<file path="config.mk">
export PLATFORM = sky130hd
export DESIGN_NAME = irq_entry_seq
export DESIGN_NICKNAME = d
export VERILOG_FILES = /design/src/rtl/irq_entry_pkg.sv /design/src/rtl/irq_status_xform.sv /design/src/rtl/irq_vec_path.sv /design/src/rtl/irq_entry_fsm.sv /design/src/rtl/irq_entry_seq.sv
export SDC_FILE = /design/constraint.sdc
export NUM_CORES = 1
export LEC_CHECK = 0
export BUFFER_PORTS_ARGS = -buffer_cell sky130_fd_sc_hd__buf_2
export CORE_AREA = 2 2 185 187
export CTS_CLUSTER_SIZE = 28
export DETAILED_ROUTE_END_ITERATION = 7
export DIE_AREA = 0 0 187 189
export REMOVE_ABC_BUFFERS = 1
export SYNTH_ARGS = -nofsm -noshare
export SYNTH_HDL_FRONTEND = slang
export SYNTH_SLANG_ARGS = --single-unit
</file>
<file path="constraint.sdc">
create_clock -name clk -period 6.67 [get_ports clk]
set_input_delay 1.334 -clock clk [delete_from_list [all_inputs] [get_ports clk]]
set_output_delay 1.334 -clock clk [all_outputs]
set_load 0.01 [all_outputs]
</file>
<file path="src/rtl/irq_entry_pkg.sv">
`timescale 1ns/1ps
package irq_entry_pkg;
  typedef enum logic [2:0] {
    ST_IDLE  = 3'd0,
    ST_SAVE  = 3'd1,
    ST_FETCH = 3'd2,
    ST_WAIT  = 3'd3,
    ST_DONE  = 3'd4
  } ent_state_e;
endpackage

</file>
<file path="src/rtl/irq_status_xform.sv">
`timescale 1ns/1ps
module irq_status_xform #(
  parameter int XLEN    = 32,
  parameter int SHIFT   = 10,
  parameter int FIELD_W = 30
) (
  input  logic [XLEN-1:0] old_st,
  output logic [XLEN-1:0] new_st
);
  localparam logic [XLEN-1:0] FIELD_MASK = {{(XLEN-FIELD_W){1'b0}}, {FIELD_W{1'b1}}};
  localparam logic [XLEN-1:0] KEEP_MASK  = {1'b1, {(XLEN-1){1'b0}}};

  always_comb begin
    new_st = ((old_st << SHIFT) & FIELD_MASK) | (old_st & KEEP_MASK);
  end
endmodule

</file>
<file path="src/rtl/irq_vec_path.sv">
`timescale 1ns/1ps
module irq_vec_path #(
  parameter int XLEN        = 32,
  parameter int VEC_W       = 8,
  parameter int ENTRY_BYTES = 4,
  parameter int EXS_SHIFT   = 8
) (
  input  logic [XLEN-1:0]  base,
  input  logic [VEC_W-1:0] vec,
  input  logic [XLEN-1:0]  rd_data,
  output logic [XLEN-1:0]  addr,
  output logic [XLEN-1:0]  exs,
  output logic [XLEN-1:0]  word
);
  localparam int NBYTES    = XLEN / 8;
  localparam int ENT_SHIFT = $clog2(ENTRY_BYTES);

  always_comb begin
    addr = base + (XLEN'(vec) << ENT_SHIFT);
    exs  = XLEN'(vec) << EXS_SHIFT;
  end

  // little-endian assembly: lane k holds the byte at address+k
  for (genvar k = 0; k < NBYTES; k++) begin : g_lane
    assign word[8*k +: 8] = rd_data[8*k +: 8];
  end
endmodule

</file>
<file path="src/rtl/irq_entry_fsm.sv">
`timescale 1ns/1ps
module irq_entry_fsm
  import irq_entry_pkg::*;
#(
  parameter int XLEN  = 32,
  parameter int VEC_W = 8
) (
  input  logic             clk,
  input  logic             rst_n,
  input  logic             req_valid,
  input  logic             int_en,
  input  logic [VEC_W-1:0] vec_in,
  input  logic             user_in,
  input  logic [XLEN-1:0]  status_in,
  input  logic [XLEN-1:0]  pc_in,
  input  logic [XLEN-1:0]  sp_in,
  input  logic [XLEN-1:0]  ksp_in,
  input  logic [XLEN-1:0]  base_in,
  input  logic             rd_ack,
  input  logic             rd_err,
  input  logic [XLEN-1:0]  rd_word,
  output logic             req_ready,
  output logic             umode_clr,
  output logic             ctx_we,
  output logic             stk_we,
  output logic             rd_req,
  output logic             pc_we,
  output logic             done,
  output logic             fault,
  output logic [VEC_W-1:0] cap_vec,
  output logic [XLEN-1:0]  cap_status,
  output logic [XLEN-1:0]  cap_pc,
  output logic [XLEN-1:0]  cap_sp,
  output logic [XLEN-1:0]  cap_ksp,
  output logic [XLEN-1:0]  cap_base,
  output logic [XLEN-1:0]  fetched
);
  ent_state_e state, nxt;
  logic       cap_user;
  logic       err_q;
  logic       load_ctx;
  logic       take_rsp;

  assign load_ctx = (state == ST_IDLE) && req_valid && int_en;
  assign take_rsp = rd_req && (rd_ack || rd_err);

  always_comb begin
    nxt = state;
    unique case (state)
      ST_IDLE:           if (req_valid && int_en) nxt = ST_SAVE;
      ST_SAVE:           nxt = ST_FETCH;
      ST_FETCH, ST_WAIT: nxt = (rd_ack || rd_err) ? ST_DONE : ST_WAIT;
      ST_DONE:           nxt = ST_IDLE;
      default:           nxt = ST_IDLE;
    endcase
  end

  always_ff @(posedge clk or negedge rst_n) begin
    if (!rst_n) state <= ST_IDLE;
    else        state <= nxt;
  end

  always_ff @(posedge clk or negedge rst_n) begin
    if (!rst_n) begin
      cap_vec    <= '0;
      cap_user   <= 1'b0;
      cap_status <= '0;
      cap_pc     <= '0;
      cap_sp     <= '0;
      cap_ksp    <= '0;
      cap_base   <= '0;
    end else if (load_ctx) begin
      cap_vec    <= vec_in;
      cap_user   <= user_in;
      cap_status <= status_in;
      cap_pc     <= pc_in;
      cap_sp     <= sp_in;
      cap_ksp    <= ksp_in;
      cap_base   <= base_in;
    end
  end

  always_ff @(posedge clk or negedge rst_n) begin
    if (!rst_n) begin
      err_q   <= 1'b0;
      fetched <= '0;
    end else if (take_rsp) begin
      err_q   <= rd_err;
      if (!rd_err) fetched <= rd_word;
    end
  end

  always_comb begin
    req_ready = (state == ST_IDLE);
    umode_clr = (state == ST_SAVE);
    ctx_we    = (state == ST_FETCH);
    stk_we    = (state == ST_FETCH) && cap_user;
    rd_req    = (state == ST_FETCH) || (state == ST_WAIT);
    done      = (state == ST_DONE) && !err_q;
    fault     = (state == ST_DONE) && err_q;
    pc_we     = done;
  end

  p_ignore_disabled_r1: assert property (@(posedge clk) disable iff (!rst_n)
    (req_ready && req_valid && !int_en) |=> req_ready);
  p_fault_no_pc_r7: assert property (@(posedge clk) disable iff (!rst_n)
    fault |-> (!pc_we && !done));
  p_busy_not_ready_r8: assert property (@(posedge clk) disable iff (!rst_n)
    (umode_clr || rd_req) |-> !req_ready);
  p_end_pulse_r9: assert property (@(posedge clk) disable iff (!rst_n)
    (done || fault) |=> !(done || fault));
endmodule

</file>
<file path="src/rtl/irq_entry_seq.sv">
`timescale 1ns/1ps
module irq_entry_seq #(
  parameter int XLEN     = 32,
  parameter int VEC_W    = 8,
  parameter int ST_SHIFT = 10,
  parameter int ST_FIELD = 30
) (
  input  logic             clk,
  input  logic             rst_n,
  input  logic             req_valid,
  input  logic [VEC_W-1:0] req_vector,
  output logic             req_ready,
  input  logic             int_en,
  input  logic             user_mode,
  input  logic [XLEN-1:0]  status_in,
  input  logic [XLEN-1:0]  pc_in,
  input  logic [XLEN-1:0]  sp_in,
  input  logic [XLEN-1:0]  ksp_in,
  input  logic [XLEN-1:0]  vbase_in,
  output logic             umode_clr,
  output logic             ctx_we,
  output logic [XLEN-1:0]  status_out,
  output logic [XLEN-1:0]  ret_out,
  output logic [XLEN-1:0]  exs_out,
  output logic [XLEN-1:0]  eda_out,
  output logic             stk_we,
  output logic [XLEN-1:0]  usp_out,
  output logic [XLEN-1:0]  sp_out,
  output logic             rd_req,
  output logic [XLEN-1:0]  rd_addr,
  input  logic             rd_ack,
  input  logic             rd_err,
  input  logic [XLEN-1:0]  rd_data,
  output logic             pc_we,
  output logic [XLEN-1:0]  pc_out,
  output logic             done,
  output logic             fault
);
  logic [1:0]       rst_sync;
  logic             rst_n_int;
  logic [VEC_W-1:0] cap_vec;
  logic [XLEN-1:0]  cap_status, cap_pc, cap_sp, cap_ksp, cap_base;
  logic [XLEN-1:0]  rd_word, fetched;

  // asynchronous assertion, synchronous release
  always_ff @(posedge clk or negedge rst_n) begin
    if (!rst_n) rst_sync <= 2'b00;
    else        rst_sync <= {rst_sync[0], 1'b1};
  end
  assign rst_n_int = rst_sync[1];

  irq_entry_fsm #(.XLEN(XLEN), .VEC_W(VEC_W)) u_fsm (
    .clk(clk), .rst_n(rst_n_int),
    .req_valid(req_valid), .int_en(int_en), .vec_in(req_vector),
    .user_in(user_mode), .status_in(status_in), .pc_in(pc_in),
    .sp_in(sp_in), .ksp_in(ksp_in), .base_in(vbase_in),
    .rd_ack(rd_ack), .rd_err(rd_err), .rd_word(rd_word),
    .req_ready(req_ready), .umode_clr(umode_clr), .ctx_we(ctx_we),
    .stk_we(stk_we), .rd_req(rd_req), .pc_we(pc_we), .done(done),
    .fault(fault), .cap_vec(cap_vec), .cap_status(cap_status),
    .cap_pc(cap_pc), .cap_sp(cap_sp), .cap_ksp(cap_ksp),
    .cap_base(cap_base), .fetched(fetched)
  );

  irq_status_xform #(.XLEN(XLEN), .SHIFT(ST_SHIFT), .FIELD_W(ST_FIELD)) u_xform (
    .old_st(cap_status), .new_st(status_out)
  );

  irq_vec_path #(.XLEN(XLEN), .VEC_W(VEC_W)) u_vec (
    .base(cap_base), .vec(cap_vec), .rd_data(rd_data),
    .addr(rd_addr), .exs(exs_out), .word(rd_word)
  );

  assign ret_out = cap_pc;
  assign eda_out = '0;
  assign usp_out = cap_sp;
  assign sp_out  = cap_ksp;
  assign pc_out  = fetched;

  p_clear_precedes_ctx_r3: assert property (@(posedge clk) disable iff (!rst_n_int)
    ctx_we |-> $past(umode_clr));
  p_status_form_r2: assert property (@(posedge clk) disable iff (!rst_n_int)
    ctx_we |-> (status_out[XLEN-1] == cap_status[XLEN-1]
                && status_out[ST_SHIFT-1:0] == '0));
  p_stack_with_ctx_r4: assert property (@(posedge clk) disable iff (!rst_n_int)
    stk_we |-> ctx_we);
  p_addr_held_r6: assert property (@(posedge clk) disable iff (!rst_n_int)
    (rd_req && !rd_ack && !rd_err) |=> (rd_req && $stable(rd_addr)));
endmodule

</file>
# Yosys cells after proc, flatten, opt, wreduce, memory -nomap -nowiden
# Cells that the tools add are included.
[word_totals] register_bits=207
[op_classes] n_bitwise=2 n_eq_ne=5 n_mux=3 reduce_logical=13 addsub=1
[ops] cell="adder 32 x 10 -> 32 bit" count=1
[ops] cell="bitwise OR 30 x 32 -> 32 bit" count=1
[ops] cell="case mux 3 bit (3 select lines)" count=1
[ops] cell="logical AND 1 bit" count=7
[ops] cell="equality test 3 x 2 -> 1 bit, second input constant" count=2
[ops] cell="2-to-1 mux 3 bit" count=2
[ops] cell="equality test 3 x 1 -> 1 bit, second input constant" count=1
[ops] cell="equality test 3 bit, second input constant" count=1
[ops] cell="logical NOT 3 bit" count=1
[ops] cell="logical OR 1 bit" count=2
[ops] cell="!= test 2 x 1 -> 1 bit, second input constant" count=1
[ops] cell="AND reduction 2 bit" count=1
[ops] cell="OR reduction 2 bit" count=1
[ops] cell="logical NOT 1 bit" count=1
[ops] cell="NOT 1 bit" count=1

# Depth between registers and ports, before layout
# Gate-level depths: netlist of run 1.
[depth] word_depth=4 ltp_mapped=8 ltp_nobuf=8

# Cells and area by module
# Synthesis of run 1 repeated with hierarchy kept, for this count alone.
[hier_totals] hier_cells=695 hier_area_um2=10008.3
[modules_own_cells] mod="irq_entry_fsm" area_each_um2=8176.6 cells_per_inst=445 instances=1
[modules_own_cells] mod="irq_vec_path" area_each_um2=1290.0 cells_per_inst=181 instances=1
[modules_own_cells] mod="irq_entry_seq" area_each_um2=297.8 cells_per_inst=36 instances=1
[modules_own_cells] mod="irq_status_xform" area_each_um2=244.0 cells_per_inst=33 instances=1

# Worst setup path after synthesis of run 1
# Ideal clock, no wire load.
[synth_path] path_type="reg-to-output" from="register u_fsm.cap_vec[0]" to="output rd_addr[18]" setup_slack_ns=3.074 path_stages_with_launch=9 t_arrival_ns=2.262 path_buffers=0 required_ns=5.336 path_cell_list="dfrtp_1 > ha_1 > inv_1 > fa_1 > and2b_1 > o2111ai_2 > a311o_1 > a211oi_2 > xor2_1"
[synth_via] elab_chain_cells=1
[synth_rtl] element="start, declared" line="irq_entry_fsm.sv:30" source="output logic [VEC_W-1:0] cap_vec,"
[synth_rtl] element="start signal, assigned" line="irq_entry_fsm.sv:73" source="cap_vec <= vec_in;"
[synth_rtl] element="adder 32 x 10 -> 32 bit" line="irq_vec_path.sv:19" source="addr = base + (XLEN'(vec) << ENT_SHIFT);"
[synth_rtl] element="end, declared" line="irq_entry_seq.sv:30" source="output logic [XLEN-1:0] rd_addr,"
# Every way passes these cells.

# Worst setup path in the final report of run 1
[layout_path] from="register u_fsm.cap_vec[4]" to="output rd_addr[31]"
# Same word-level chain as after synthesis.

==> results.cfg, run 1 <==
[yosys]
synth_edf_count = 0
ys_async_sr_fraction = 1.00
ys_top_cells_by_area = dfrtp_1, mux2_2, buf_4
synth_ff_type = dfrtp_1
yosysWarningCount = 0
synth_top_area_share = 0.566
syn_area_um2 = 8670
synthCells = 622
yosys.area.top_type = dfrtp_1
ys_ff_latch = 196
ys_types = 43
synth_area_per_cell_um2 = 13.9
yosysSeqAreaShare = 0.566

[worst_setup_path]
regToRegSetupSlack_ns = 3.89
crit_required_ns = 5.34
r2r-start = u_fsm.state[1]
reg2reg_depth = 4
startpoint = u_fsm.cap_vec[4]
path_max_fanout = 11
endpoint_kind = primary output
cp.arrival_ns = 3.07
startpoint_type = flip-flop
crit_type = flip-flop to primary output
r2r-end = u_fsm.cap_base[7]

[sta]
drv_slew = 0
finClkSkew_ns = 0.0117
worst_slack_ns = 2.27
hold_violations = 0
setup-violations-final = 0
tns_ns = 0
rsz0062_at_grt = false
fin_crit_sh = 0.660
fmax_mhz = 227
worst_pin_slew_ns = 1.06
max_slew_margin = 0.292
hold-worst-slack_ns = 0.357
fin_crit_ns = 4.40

[clock_tree]
numCtsBuffers = 17
cts-root-buf = clkbuf_16
clk_path_buf_depth = 2
cts_tree = built
path_clk_slew_ns = 0.08
ctsResizeCount = 0
cts_sinks = 196
ctsHoldBuffers = 0
h-tree-depth = 4
worst_skew_pair.late_latency_ns = 0.44
postCtsSetupRepairBufs = 0

[detailed_routing]
via_per_inst = 4.11
route.detailed.drc = 0
dr.first_iter.drc_count = 201
drt_wl_total_um = 21200
vias = 6059
drt_pass1_iterations = 6
route.detailed.wl_per_inst_um = 14.4
antenna_left = 0

[placed_design]
numPortBuffers = 392
place.gp.congestion = 0.757
dp_hpwl_um = 16200
dp_slack_ns = 2.74

[layout]
syn2layout_area_growth_pct = 32.4
mostFrequentLayoutCells = buf_2, dfrtp_1, mux2_2
fin_nets = 1227
drive_gt1_frac = 0.610
final_common_cell = buf_2

[floorplan]
die_w_um = 187
io_pins = 471
num_rows = 67
die_h_um = 189
initial_core_util = 0.260
core_um2 = 33300
die_area_um2 = 35300

[worst_hold_path]
worstHoldStart = rst_sync[0]
hold_path.class = flip-flop to flip-flop
hold_path_depth = 0
min_to = rst_sync[1]

[global_route]
grt_max_degree = 74
antenna_found_initial = 1
grt.total_usage = 0.122
grt_pass1_vias = 6470
grt.overflow.total = 0
grt_pass1_wl_um = 34200

[pwr]
p_leak_nw = 5.53
p_comb_frac = 0.431
irDropWorstVdd_uv = 192
fin_total_pwr_mw = 5.78
p_sw_frac = 0.363
power_density_nw_per_um2 = 503
power_frac_clock = 0.201
sequentialPowerShare = 0.368
switchingPower_mw = 2.10
intPower_mw = 3.68

[run_status]
status = finished, final reports clean

[job]
drv_cap = 0
-- power by group through the flow --
stage	Sequential, mW	Combinational (mW)	Clock, mW
after floorplan	2.37	1.29	0
after global placement	2.12	2.48	0
after detailed placement	2.15	2.53	0
after CTS	2.14	2.53	1.21
after global routing	2.22	2.71	1.26
final	2.13	2.49	1.16
-- layout make-up --
class	instances	area, um2
clock buffer	17	425
multi-input combinational	385	3290
tap	448	561
fill	3369	21800
antenna	1	2.50
timing repair buffer	398	2010
inverter	13	48.8
sequential	196	4910
clock inverter	15	239
-- synth_stat cells, drive strengths merged, types with 5 or more instances --
cell type and instances:
xnor2 13, nand4 5, nand2 19, inv 13, xor2 14, ha 8, o21ai 6, a21oi 9
nor2 11, mux2 186, a211oi 7, dfrtp 196, nand3 7, buf 94
-- routing by layer --
layer	vias up	wire length [um]	global-route usage	share of wire
li1	2804	-	-	-
met1	2938	8580	0.142	0.40
met2	297	10500	0.205	0.49
met3	20	1820	0.0486	0.086
met4	0	358	0.0440	0.017
met5	-	0	0	0
-- worst max path at each step --
stage	to	slack, ns	cells past startpoint
2_1_floorplan	u_fsm.cap_base[0]	0.80	0
3_3_place_gp	rd_addr[31]	2.77	7
3_5_place_dp	rd_addr[31]	2.74	7
4_1_cts	rd_addr[31]	2.22	7
5_1_grt	rd_addr[11]	2.04	7
6_report	rd_addr[31]	2.27	7
-- per-stage QoR --
step           utilization  cells  area, um2
2_1_floorplan            -    594       8230
3_3_place_gp         0.325   1440      10800
3_5_place_dp         0.325   1440      10800
4_1_cts              0.345   1472      11500
5_1_grt              0.345   1473      11500
6_report             0.345   1473      11500
-- sequential cells by signal, summed over array words and instances, names as in the netlist --
name	count
u_fsm.cap_sp	32
rst_sync	2
u_fsm.cap_pc	32
u_fsm.cap_ksp	32
u_fsm.cap_status	21
u_fsm.err_q	1
u_fsm.cap_user	1
u_fsm.fetched	32
u_fsm.cap_base	32
u_fsm.cap_vec	8
u_fsm.state	3
-- cell families (layout without fill, tap and decap cells) --
family / count (synthesis) / after routing / synth area share
buffers and inverters: 107 / 443 / 0.0847
muxes: 186 / 186 / 0.242
DFF: 196 / 196 / 0.566
and+or+nand+nor: 57 / 57 / 0.0331
adders and majority gates: 9 / 9 / 0.0139
xor gates and xnor gates: 27 / 27 / 0.0273
other: 2 / 69 / 0.000866
AOI/OAI and AO/OA: 38 / 38 / 0.0329
-- worst max-delay path: stages, from the launching register on --
cell       delay [ns]
dfrtp_1          0.40
ha_1             0.38
a21oi_1          0.20
nand2_1          0.11
o2111ai_1        0.87
a211oi_1         0.29
xor2_1           0.21
buf_2            0.17
(Power assumes the default switching activity.)
==> inputs of run 2 (changes only) <==
--- a/config.mk
+++ b/config.mk
@@ -6,10 +6,10 @@
 export NUM_CORES = 1
 export LEC_CHECK = 0
 export BUFFER_PORTS_ARGS = -buffer_cell sky130_fd_sc_hd__buf_2
-export CORE_AREA = 2 2 185 187
+export CORE_AREA = 2 2 182 184
 export CTS_CLUSTER_SIZE = 28
 export DETAILED_ROUTE_END_ITERATION = 7
-export DIE_AREA = 0 0 187 189
+export DIE_AREA = 0 0 184 186
 export REMOVE_ABC_BUFFERS = 1
 export SYNTH_ARGS = -nofsm -noshare
 export SYNTH_HDL_FRONTEND = slang
==> constraint.sdc (replaced) <==
create_clock -name clk -period 3.84 [get_ports clk]
set_input_delay 0.768 -clock clk [delete_from_list [all_inputs] [get_ports clk]]
set_output_delay 0.768 -clock clk [all_outputs]
set_load 0.01 [all_outputs]
==> results.cfg, run 2 (synthesized netlist as in run 1, its figures left out) <==
[run_status]
status = finished, final reports clean

[worst_setup_path]
regToRegSetupSlack_ns = 1.55
startpoint = u_fsm.cap_vec[0]
cpPeakStageDelay_ns = 0.46
worstPathCellList = ha_1, inv_1, fa_1, and2b_1, o2111ai_2, a311o_1, a211oi_2, xor2_1, buf_2
worst_path_max_delay_cell = a311o_1
reg2reg_depth = 4
cp.arrival_ns = 2.89
r2r-start = u_fsm.state[1]
crit_type = flip-flop to primary output
path_max_fanout = 5
startpoint_type = flip-flop
path_delay_family = compound AO/OA/AOI/OAI gates
crit_required_ns = 3.07
r2r-end = u_fsm.cap_pc[23]
crit_buf_inv = 2
endpoint_kind = primary output

[floorplan]
die_h_um = 186
die_area_um2 = 34200
die_w_um = 184
io_pins = 471
num_rows = 66
core_um2 = 32200
initial_core_util = 0.269

[global_route]
grt_pass1_vias = 6226
grt.overflow.total = 0
antenna_found_initial = 1
grt_pass1_wl_um = 33000
grt.total_usage = 0.125
grt_max_degree = 55

[sta]
worst_pin_slew_ns = 0.747
drv_slew = 0
rsz0062_at_grt = false
max_slew_margin = 0.502
fin_crit_ns = 3.66
finClkSkew_ns = 0.00792
setup-violations-final = 0
tns_ns = 0
fin_crit_sh = 0.953
hold_violations = 0
fmax_mhz = 273

[clock_tree]
numCtsBuffers = 17
path_clk_slew_ns = 0.07
worst_skew_pair.late_latency_ns = 0.44
postCtsSetupRepairBufs = 0
h-tree-depth = 4
cts_tree = built
ctsResizeCount = 0
cts-root-buf = clkbuf_16
cts_sinks = 196
clk_path_buf_depth = 2
ctsHoldBuffers = 0

[detailed_routing]
drt_pass1_iterations = 4
topRoutingLayerUsed = met4
wl_met2_um = 11000
antenna_left = 0
dr.first_iter.drc_count = 210
route.detailed.wl_per_inst_um = 15.2
drt_wl_total_um = 21900
vias = 6126
route.detailed.drc = 0
wl_met1_um = 8680
dr_wl_met3_um = 1910
via_per_inst = 4.26

[worst_hold_path]
hold_path.class = primary input to asynchronous set/reset pin

[layout]
final_common_cell = buf_2
fin_nets = 1233
finalNonFillerCells = 1439
final_util = 0.355
syn2layout_area_growth_pct = 32.0
mostFrequentLayoutCells = buf_2, dfrtp_1, mux2_2
drive_gt1_frac = 0.612
final_area_um2 = 11400

[pwr]
p_comb_frac = 0.442
irDropWorstVdd_uv = 366
intPower_mw = 6.20
fin_total_pwr_mw = 9.87
power_frac_clock = 0.183
sequentialPowerShare = 0.375
switchingPower_mw = 3.67
p_leak_nw = 5.54
power_density_nw_per_um2 = 862
p_sw_frac = 0.372

[placed_design]
place.gp.congestion = 0.794
postPlaceCellArea_um2 = 10900
place_inst = 1406
dp_hpwl_um = 16700
numPortBuffers = 392

[job]
drv_cap = 0
[run 2: cell types whose count changed in the layout (fill, tap and decap cells not counted), sizes merged]
cell,change
buf,+6
inv,-1
clkbuf,+2
bufinv,-4
clkinv,+3
[run 2: final cells by class]
class | instances | area, um2
fill | 3236 | 20800
sequential | 196 | 4910
multi-input combinational | 385 | 3290
timing repair buffer | 404 | 2100
tap | 408 | 510
clock buffer | 19 | 443
clock inverter | 13 | 141
inverter | 13 | 48.8
antenna | 1 | 2.50
[run 2: worst register-to-register path, stage by stage (launching register included)]
cell and delay, ns:
dfrtp_1 0.43, nor3_1 0.32, and3_4 0.64, buf_12 0.35, mux2_2 0.44
[run 2: metrics by stage]
| stage | setup WS [ns] | hold slack (ns) |
|---|---|---|
| after floorplan | -2.03 | 0.331 |
| after global placement | 0.654 | 0.337 |
| after detailed placement | 0.638 | 0.343 |
| after CTS | 0.133 | 0.0672 |
| after global routing | 0.00436 | 0.0689 |
| final | 0.180 | 0.101 |
[run 2: worst max path at each step]
| stage | endpoint | cells after the start |
|---|---|---|
| 2_1_floorplan | u_fsm.cap_base[0] | 0 |
| 3_3_place_gp | rd_addr[18] | 9 |
| 3_5_place_dp | rd_addr[18] | 9 |
| 4_1_cts | rd_addr[18] | 9 |
| 5_1_grt | rd_addr[16] | 9 |
| 6_report | rd_addr[18] | 9 |
[run 2: metal layers]
layer / global-route usage / vias to the layer above
met5: 0 / -
met4: 0.0435 / 0
met3: 0.0491 / 20
met2: 0.220 / 299
met1: 0.138 / 2993
li1: - / 2814
[run 2: power by group through the flow]
stage                     clock network (mW)  logic, mW  registers [mW]
final                                   1.81       4.36            3.70
after global routing                    1.95       4.74            3.85
after CTS                               1.88       4.43            3.72
after detailed placement                   0       4.42            3.74
after global placement                     0       4.36            3.70
after floorplan                            0       2.23            4.11
